[src/rtl/ddr_init_pkg.sv]
package ddr_init_pkg;

  typedef enum logic [3:0] {
    S_IDLE, S_STAB, S_CKE_UP, S_PRE1, S_EMRS, S_MRS_DLL,
    S_PRE2, S_REF, S_MRS_FIN, S_GAP, S_LOCK, S_DONE
  } step_e;

  typedef struct packed {
    logic cs_n;
    logic ras_n;
    logic cas_n;
    logic we_n;
  } cmd_t;

  localparam cmd_t CMD_NOP = '{cs_n: 1'b0, ras_n: 1'b1, cas_n: 1'b1, we_n: 1'b1};
  localparam cmd_t CMD_PRE = '{cs_n: 1'b0, ras_n: 1'b0, cas_n: 1'b1, we_n: 1'b0};
  localparam cmd_t CMD_REF = '{cs_n: 1'b0, ras_n: 1'b0, cas_n: 1'b0, we_n: 1'b1};
  localparam cmd_t CMD_MRS = '{cs_n: 1'b0, ras_n: 1'b0, cas_n: 1'b0, we_n: 1'b0};

endpackage

[src/rtl/ddr_init_timer.sv]
module ddr_init_timer #(
  parameter int W = 16
) (
  input  logic         clk_i,
  input  logic         rst_ni,
  input  logic         load_i,
  input  logic [W-1:0] load_val_i,
  output logic [W-1:0] cnt_o,
  output logic         last_o
);

  logic [W-1:0] cnt_q;

  always_ff @(posedge clk_i or negedge rst_ni) begin
    if (!rst_ni)            cnt_q <= '0;
    else if (load_i)        cnt_q <= load_val_i;
    else if (cnt_q != '0)   cnt_q <= cnt_q - 1'b1;
  end

  assign cnt_o  = cnt_q;
  // count reaches zero on the next edge
  assign last_o = (cnt_q <= W'(1));

endmodule

[src/rtl/ddr_init_cmd_enc.sv]
module ddr_init_cmd_enc
  import ddr_init_pkg::*;
#(
  parameter int ADDR_W     = 12,
  parameter int BA_W       = 2,
  parameter int AP_BIT     = 10,
  parameter int DLLRST_BIT = 8,
  parameter int TM_BIT     = 7
) (
  input  step_e             step_i,
  input  logic [ADDR_W-1:0] mode_i,
  output cmd_t              cmd_o,
  output logic [BA_W-1:0]   ba_o,
  output logic [ADDR_W-1:0] addr_o,
  output logic              cke_o
);

  localparam logic [BA_W-1:0] BA_EXT = BA_W'(1);

  always_comb begin
    cmd_o  = CMD_NOP;
    ba_o   = '0;
    addr_o = '0;
    cke_o  = !(step_i inside {S_IDLE, S_STAB});
    unique case (step_i)
      S_PRE1, S_PRE2: begin
        cmd_o          = CMD_PRE;
        addr_o[AP_BIT] = 1'b1;
      end
      S_EMRS: begin
        cmd_o = CMD_MRS;
        ba_o  = BA_EXT;
      end
      S_MRS_DLL: begin
        cmd_o              = CMD_MRS;
        addr_o             = mode_i;
        addr_o[DLLRST_BIT] = 1'b1;
        addr_o[TM_BIT]     = 1'b0;
      end
      S_MRS_FIN: begin
        cmd_o              = CMD_MRS;
        addr_o             = mode_i;
        addr_o[DLLRST_BIT] = 1'b0;
        addr_o[TM_BIT]     = 1'b0;
      end
      S_REF: cmd_o = CMD_REF;
      default: ;
    endcase
  end

endmodule

[src/rtl/ddr_pwrup_seq.sv]
module ddr_pwrup_seq
  import ddr_init_pkg::*;
#(
  parameter int CNT_W      = 16,
  parameter int ADDR_W     = 12,
  parameter int BA_W       = 2,
  parameter int N_REF      = 2,
  parameter int LOCK_CYC   = 200,
  parameter int AP_BIT     = 10,
  parameter int DLLRST_BIT = 8,
  parameter int TM_BIT     = 7
) (
  input  logic              clk_i,
  input  logic              rst_ni,
  input  logic              start_i,
  input  logic [CNT_W-1:0]  stab_cycles_i,
  input  logic [CNT_W-1:0]  trp_cycles_i,
  input  logic [CNT_W-1:0]  trfc_cycles_i,
  input  logic [CNT_W-1:0]  tmrd_cycles_i,
  input  logic [ADDR_W-1:0] mode_word_i,
  output logic              cke_o,
  output logic              cs_no,
  output logic              ras_no,
  output logic              cas_no,
  output logic              we_no,
  output logic [BA_W-1:0]   ba_o,
  output logic [ADDR_W-1:0] addr_o,
  output logic              done_o
);

  localparam int REF_W  = $clog2(N_REF + 1);
  localparam int LOCK_W = $clog2(LOCK_CYC + 1);
  localparam logic [REF_W-1:0]  REF_LAST = REF_W'(N_REF - 1);
  localparam logic [LOCK_W-1:0] LOCK_LD  = LOCK_W'(LOCK_CYC - 1);

  function automatic logic [CNT_W-1:0] at_least_one(input logic [CNT_W-1:0] x);
    return (x == '0) ? CNT_W'(1) : x;
  endfunction

  function automatic step_e resolve(input step_e tgt, input logic lock_last);
    return (tgt == S_LOCK && lock_last) ? S_DONE : tgt;
  endfunction

  step_e             state_q, state_d, ret_q, ret_d;
  logic [REF_W-1:0]  ref_q, ref_d;
  logic [ADDR_W-1:0] mode_q;
  logic              gap_load, gap_last, lock_last;
  logic [CNT_W-1:0]  gap_val, gap_cnt;
  logic [LOCK_W-1:0] lock_cnt;
  cmd_t              cmd;

  ddr_init_timer #(.W(CNT_W)) u_gap (
    .clk_i      (clk_i),
    .rst_ni     (rst_ni),
    .load_i     (gap_load),
    .load_val_i (gap_val),
    .cnt_o      (gap_cnt),
    .last_o     (gap_last)
  );

  ddr_init_timer #(.W(LOCK_W)) u_lock (
    .clk_i      (clk_i),
    .rst_ni     (rst_ni),
    .load_i     (state_q == S_MRS_DLL),
    .load_val_i (LOCK_LD),
    .cnt_o      (lock_cnt),
    .last_o     (lock_last)
  );

  always_comb begin
    state_d  = state_q;
    ret_d    = ret_q;
    ref_d    = ref_q;
    gap_load = 1'b0;
    gap_val  = '0;
    unique case (state_q)
      S_IDLE: if (start_i) begin
        gap_load = 1'b1;
        gap_val  = at_least_one(stab_cycles_i);
        state_d  = S_STAB;
      end
      S_STAB:   if (gap_last) state_d = S_CKE_UP;
      S_CKE_UP: state_d = S_PRE1;
      S_PRE1: begin
        gap_load = 1'b1;
        gap_val  = at_least_one(trp_cycles_i) - 1'b1;
        ret_d    = S_EMRS;
        state_d  = (gap_val == '0) ? ret_d : S_GAP;
      end
      S_EMRS: begin
        gap_load = 1'b1;
        gap_val  = at_least_one(tmrd_cycles_i) - 1'b1;
        ret_d    = S_MRS_DLL;
        state_d  = (gap_val == '0) ? ret_d : S_GAP;
      end
      S_MRS_DLL: begin
        gap_load = 1'b1;
        gap_val  = at_least_one(tmrd_cycles_i) - 1'b1;
        ret_d    = S_PRE2;
        state_d  = (gap_val == '0) ? ret_d : S_GAP;
      end
      S_PRE2: begin
        ref_d    = '0;
        gap_load = 1'b1;
        gap_val  = at_least_one(trp_cycles_i) - 1'b1;
        ret_d    = S_REF;
        state_d  = (gap_val == '0) ? ret_d : S_GAP;
      end
      S_REF: begin
        ref_d    = ref_q + 1'b1;
        gap_load = 1'b1;
        gap_val  = at_least_one(trfc_cycles_i) - 1'b1;
        ret_d    = (ref_q == REF_LAST) ? S_MRS_FIN : S_REF;
        state_d  = (gap_val == '0) ? ret_d : S_GAP;
      end
      S_MRS_FIN: begin
        gap_load = 1'b1;
        gap_val  = at_least_one(tmrd_cycles_i) - 1'b1;
        ret_d    = S_LOCK;
        state_d  = (gap_val == '0) ? resolve(S_LOCK, lock_last) : S_GAP;
      end
      S_GAP:  if (gap_last) state_d = resolve(ret_q, lock_last);
      S_LOCK: if (lock_last) state_d = S_DONE;
      S_DONE: ;
      default: state_d = S_IDLE;
    endcase
  end

  always_ff @(posedge clk_i or negedge rst_ni) begin
    if (!rst_ni) begin
      state_q <= S_IDLE;
      ret_q   <= S_IDLE;
      ref_q   <= '0;
      mode_q  <= '0;
    end else begin
      state_q <= state_d;
      ret_q   <= ret_d;
      ref_q   <= ref_d;
      if (state_q == S_IDLE && start_i) mode_q <= mode_word_i;
    end
  end

  ddr_init_cmd_enc #(
    .ADDR_W     (ADDR_W),
    .BA_W       (BA_W),
    .AP_BIT     (AP_BIT),
    .DLLRST_BIT (DLLRST_BIT),
    .TM_BIT     (TM_BIT)
  ) u_enc (
    .step_i (state_q),
    .mode_i (mode_q),
    .cmd_o  (cmd),
    .ba_o   (ba_o),
    .addr_o (addr_o),
    .cke_o  (cke_o)
  );

  assign cs_no  = cmd.cs_n;
  assign ras_no = cmd.ras_n;
  assign cas_no = cmd.cas_n;
  assign we_no  = cmd.we_n;
  assign done_o = (state_q == S_DONE);

endmodule

[config.mk]
export PLATFORM = sky130hd
export DESIGN_NAME = ddr_pwrup_seq
export DESIGN_NICKNAME = d
export VERILOG_FILES = /design/src/rtl/ddr_init_pkg.sv /design/src/rtl/ddr_init_timer.sv /design/src/rtl/ddr_init_cmd_enc.sv /design/src/rtl/ddr_pwrup_seq.sv
export SDC_FILE = /design/constraint.sdc
export NUM_CORES = 1
export LEC_CHECK = 0
export BUFFER_PORTS_ARGS = -buffer_cell sky130_fd_sc_hd__buf_2
export CORE_MARGIN = 3
export CORE_UTILIZATION = 49
export CTS_CLUSTER_SIZE = 28
export DETAILED_ROUTE_END_ITERATION = 8
export GPL_TIMING_DRIVEN = 0
export PLACE_DENSITY_LB_ADDON = 0.25
export SYNTH_ARGS = -nofsm -noshare
export SYNTH_HDL_FRONTEND = slang
export SYNTH_SLANG_ARGS = --single-unit
[constraint.sdc]
create_clock -name clk_i -period 2.2 [get_ports clk_i]
set_input_delay 0.22 -clock clk_i [delete_from_list [all_inputs] [get_ports clk_i]]
set_output_delay 0.22 -clock clk_i [all_outputs]
set_load 0.05 [all_outputs]
Word level (Yosys, flattened, before mapping)

Index checks and enable logic that the tools add are counted.
Widths: inputs -> output; s select.

$add $sub $neg: 6
$lt $le $gt $ge: 2
Equal/unequal tests: 17
Muxes and demuxes: 33
Bitwise operators: 1
Reductions and logical operators: 23

Operator list:

| cell                  | count |
|---|---|
| $logic_not 16->1      | 7 |
| $mux 16               | 7 |
| $pmux 16 s4           | 1 |
| $sub 16x1->16 const B | 4 |
| $pmux 4 s12           | 1 |
| $mux 4                | 11 |
| $pmux 4 s6            | 1 |
| $eq 4x4->1 const B    | 5 |
| $pmux 10 s2           | 1 |
| $eq 4x3->1 const B    | 4 |
| $le 16x1->1 const B   | 1 |
| $mux 8                | 2 |
| $reduce_bool 16->1    | 1 |
| $pmux 3 s3            | 1 |
| $eq 4x2->1 const B    | 2 |
| $le 8x1->1 const B    | 1 |
| $ne 2x2->1 const B    | 4 |
| $reduce_bool 2->1     | 4 |
| $reduce_bool 8->1     | 1 |
| $sub 8x1->8 const B   | 1 |
| $reduce_bool 6->1     | 1 |
| $reduce_or 6->1       | 1 |
| $reduce_and 5->1      | 1 |
| $eq 4x1->1 const B    | 1 |
| 12 further kinds      | 18 |

Bits in registers: 46
Word-level logic and storage cells: 88

Logic depth before layout (Yosys ltp)

Depth after elaboration: 6
Gate-level depth with buffers: 15

Modules after synthesis

From an unflattened synthesis, not the netlist that was laid out.

Cells, all modules: 612
Area, all modules: 4574.4 µm²

By module, submodules not included:

| module                  | instances | cells an instance | area each (µm²) |
|---|---|---|---|
| ddr_pwrup_seq           | 1         | 406               | 2798.9 |
| ddr_init_timer (u_gap)  | 1         | 114               | 1004.7 |
| ddr_init_timer (u_lock) | 1         | 55                | 521.8 |
| ddr_init_cmd_enc        | 1         | 37                | 249.0 |

Worst setup path after synthesis

OpenSTA, ideal clock, no wires.

Path kind: input to register
Start point: input trp_cycles_i[11]
End point: register state_q[0]
Library setup time: 124 ps
Data arrival time: 2927 ps
Data required time: 2076 ps
Setup slack: -851 ps
Cell stages on the path: 13
Buffers on the path: 0
Cell sequence: or4_1 nor3b_1 nand2_1 o31ai_1 inv_1 ha_1 nor2b_1 nand4_1 xnor2_1 nor4_1 o2bb2ai_1 nor3_1 a21oi_1

Word-level cells in the longest chain between the ends: 6

Ends and longest elaborated chain:

| item                 | RTL line             | source |
|---|---|---|
| from (decl)          | ddr_pwrup_seq.sv:17  | `input logic [CNT_W-1:0] trp_cycles_i,` |
| $logic_not 16->1     | ddr_pwrup_seq.sv:37  | `return (x == '0) ? CNT_W'(1) : x;` |
| $mux 16 *            | ddr_pwrup_seq.sv:37  |  |
| $sub 16x1->16 *      | ddr_pwrup_seq.sv:86  | `gap_val = at_least_one(trp_cycles_i) - 1'b1;` |
| $logic_not 16->1 *   | ddr_pwrup_seq.sv:88  | `state_d = (gap_val == '0) ? ret_d : S_GAP;` |
| $mux 4 *             | ddr_pwrup_seq.sv:88  |  |
| $pmux 4 s12 *        | ddr_pwrup_seq.sv:76  | `unique case (state_q)` |
| to (signal assigned) | ddr_pwrup_seq.sv:136 | `state_q <= state_d;` |
| to (decl)            | ddr_pwrup_seq.sv:44  | `step_e state_q, state_d, ret_q, ret_d;` |

Every way passes the cells marked *; elsewhere a longest branch is shown, timed or not.
A chain may end at the register's enable or synchronous reset.

Worst setup path after layout

Start point: input tmrd_cycles_i[13]
End point: register state_q[2]

Word-level cells in the longest chain between the ends: 6

Ends and longest elaborated chain:

| item                             | RTL line                                  | source |
|---|---|---|
| from (decl)                      | ddr_pwrup_seq.sv:19                       | `input logic [CNT_W-1:0] tmrd_cycles_i,` |
| $logic_not 16->1                 | ddr_pwrup_seq.sv:37                       |  |
| $mux 16 *                        | ddr_pwrup_seq.sv:37                       |  |
| $sub 16x1->16 *                  | ddr_pwrup_seq.sv:92, ddr_pwrup_seq.sv:98  |  |
| $logic_not 16->1 *               | ddr_pwrup_seq.sv:94, ddr_pwrup_seq.sv:100 |  |
| $mux 4, on equally long branches | ddr_pwrup_seq.sv:100, ddr_pwrup_seq.sv:94 |  |
| $pmux 4 s12 *                    | ddr_pwrup_seq.sv:76                       |  |

Marked as above.

==> impl_metrics.tcl <==
set metrics [dict create \
    status "finished with violations" \
    violations "negative setup slack" \
    crit_path_start_kind "input port" \
    slew_viol_final 0 \
    syn_area_mm2 0.00398 \
    p_leak_uw 0.00240 \
    regToRegEndpoint "state_q[0]" \
    yosysTopAreaCellShare 0.277 \
    synthTopCellsByArea "dfrtp_1 28%, xnor2_1 6.6%, nand2_1 6.4%" \
    ff2ff_setup_slack_ns -0.18 \
    power_switching_uw 2800 \
    initial_utilization 0.510 \
    cp.arrival_ns 2.95 \
    die_w_um 96.1 \
    synth.distinct_cells 63 \
    cellPowerDensity_mw_per_mm2 1010 \
    clock_latency_ns 0.30 \
    numCtsBuffers 5 \
    finalPower_uw 5660 \
    hpwl_um 10200 \
    portBuffers 92 \
    synth_warnings 0 \
    peakVddDrop_mv 0.398 \
    grt_pass1_vias 4222 \
    yosysMostFrequentCell "nand2_1" \
    cap_violations 0 \
    root_buffer "clkbuf_8" \
    synth_top_area_cell "dfrtp_1" \
    worstSetupEndpointType "register" \
    avgSynthCellArea_um2 7.48 \
    num_io_pins 99 \
    reg2reg_depth 7 \
    grt_pass1_wl_um 20700 \
    cpPeakStageDelay_ns 0.34 \
    grt_overflow_total 0 \
    grt_use_total 0.289 \
    die_area_mm2 0.00924 \
    ys_seq_area_frac 0.277 \
    rsz0062_at_grt "true" \
    fin_util 0.720 \
    viasPerCell 6.28 \
    fp-row-count 32 \
    first_pass_iters 9 \
    ys_ff_latch 44 \
    wl_per_cell_um 18.9 \
    cts.htree.levels 2 \
    cts_hold_buf 0 \
    first_iter_violations 527 \
    die_y_um 96.1 \
    hold_viol_final 0 \
    fin_crit_sh 1.26 \
    crit_fanout 5 \
    routed-via-count 4792 \
    tritoncts "built" \
    clkPwrFrac 0.109 \
    n_antenna_cell 0 \
    instances_no_fill 763 \
    layout_setup_ws_ns -0.563 \
    cts_sinks 44 \
    synth_commonest_cells "68 x nand2_1, 61 x nor2_1, 44 x dfrtp_1" \
    setup_violations 11 \
    intPower_uw 2860 \
    swShare 0.495 \
    drc_errors 0 \
    syn_to_final_growth_pct 41.1 \
    synth_cells 532 \
    fillCellCount 615 \
    cts.reportedPaths.clkPinSlew_ns 0.09 \
    ys.flop_type "dfrtp_1" \
    slowest_stage "nor4_4" \
    nets 750 \
    synth_edf_count 0 \
    cp_data_required_time_ns 2.38 \
    r2r_start "u_lock.cnt_o[5]" \
    combPwrFrac 0.611 \
    max_freq_mhz 362 \
    pwr-share-seq 0.279 \
    wirelength_um 14400 \
    core_mm2 0.00781 \
    drive_above_1_share 0.351 \
    antenna_found_initial 1 \
    grt_max_degree 45 \
    gp_congestion 0.996 \
    skew_ns 0.0132 \
    synthArstFlopShare 1.00 \
    worst_pin_slew_ns 0.966 \
    finalCriticalPeriod_ns 2.76 \
    max_slew_margin 0.356 \
    worst_hold_path_type "in -> async" \
    critPathKind "in -> reg" \
    cts_max_path_buffers 2 \
    path_cells "buf_8 > nor4_4 > nand3b_1 > nor2_2 > a21oi_2 > ha_2 > nor3b_4 > and2b_2 > xnor2_2 > and4_4 > buf_6 > buf_6 > a22o_1 > a21oi_2 > a31oi_1" \
    drtAntennaViolNets 0 \
    place_inst 728 \
]
-- sequential cells by signal, indices dropped and copies added (netlist names) --
| register | count |
|---|---|
| u_lock.cnt_o | 8 |
| mode_q | 10 |
| ref_q | 2 |
| u_gap.cnt_o | 16 |
| ret_q | 4 |
| state_q | 4 |
-- metal layers --
layer,GRT usage,share of wire,up-vias
li1,-,-,2192
met1,0.394,0.40,2212
met2,0.455,0.46,332
met3,0.0539,0.11,56
met4,0.102,0.035,0
met5,0,0,-
-- placed cells by master (no fill, tap or decap), types with 8 or more instances in the layout --
cell and instances:
o21ai_0 15, nor4_1 16, and2_1 10, and3_1 8
a21oi_1 29, dfrtp_1 40, nand4_1 8, buf_2 75
ha_1 8, nor2_1 54, nand3_1 16, nor3_1 17
inv_1 18, buf_4 37, xnor2_1 23, nand2_1 64
buf_6 17, xor2_1 15
-- critical path: cells and delay by family --
family                   cells  cell delay [ns]
AO/OA/AOI/OAI                4             0.63
XOR/XNOR                     1             0.16
adder cells (fa/ha/maj)      1             0.20
buffers and inverters        3             0.34
AND/OR/NAND/NOR              6             1.40
-- power by group through the flow --
stage	Combinational, µW	Clock, µW	Sequential (µW)
after floorplan	2190	0	1420
after global placement	2850	0	1460
after detailed placement	2910	0	1490
after CTS	3060	631	1550
after global routing	3720	661	1630
final	3460	619	1580
-- stage by stage --
stage / worst slack, ns / setup TNS [ns] / hold slack, ns / area [µm²]
floorplan: -0.514 / -3.59 / -0.0756 / 4100
global placement: -1.28 / -17.22 / 0.414 / 4690
detailed placement: -1.39 / -18.03 / 0.415 / 4690
CTS: -0.421 / -4.11 / 0.0979 / 5130
global route: -0.670 / -4.96 / 0.102 / 5620
finish: -0.563 / -4.04 / 0.0664 / 5620
-- area by class of cell --
type | instances | area, µm² | share of cell area
clock inverters | 2 | 35.0 | 0.00624
plain buffers | 16 | 108 | 0.0192
well taps | 102 | 128 | 0.0227
flip-flops and latches | 44 | 1110 | 0.197
inverters | 21 | 83.8 | 0.0149
clock buffers | 6 | 72.6 | 0.0129
repair buffers | 128 | 862 | 0.153
multi-input cells | 444 | 3220 | 0.574
-- cell families (layout without fill, tap and decap cells) --
logic type / Yosys count / in the layout / share of synthesized area
compound gates: 124 / 125 / 0.211
xor+xnor: 48 / 48 / 0.106
fa+ha+maj: 11 / 11 / 0.0346
buf+inv: 47 / 173 / 0.0503
flops: 44 / 44 / 0.277
mux: 3 / 3 / 0.00786
other cells: 1 / 3 / 0.000942
simple gates: 254 / 254 / 0.313
-- what timing repair did --
| action | 4_1_cts | 5_1_grt |
|---|---|---|
| gates resized for setup | 55 | 91 |
| hold endpoints to repair | 0 | 0 |
| setup buffers | 14 | 23 |
| endpoints found under the setup margin | 36 | 34 |
| pin swaps | 17 | 37 |
| gates cloned | 0 | 1 |
-- how the worst max path moves through the flow --
| stage | start | end |
|---|---|---|
| floorplan | trp_cycles_i[14] | state_q[2] |
| global placement | trfc_cycles_i[4] | u_gap.cnt_o[6] |
| detailed placement | trp_cycles_i[3] | u_gap.cnt_o[12] |
| CTS | trp_cycles_i[12] | u_gap.cnt_o[12] |
| global route | trp_cycles_i[3] | state_q[0] |
| finish | tmrd_cycles_i[13] | state_q[2] |
Power figures use the tool's default switching activity.
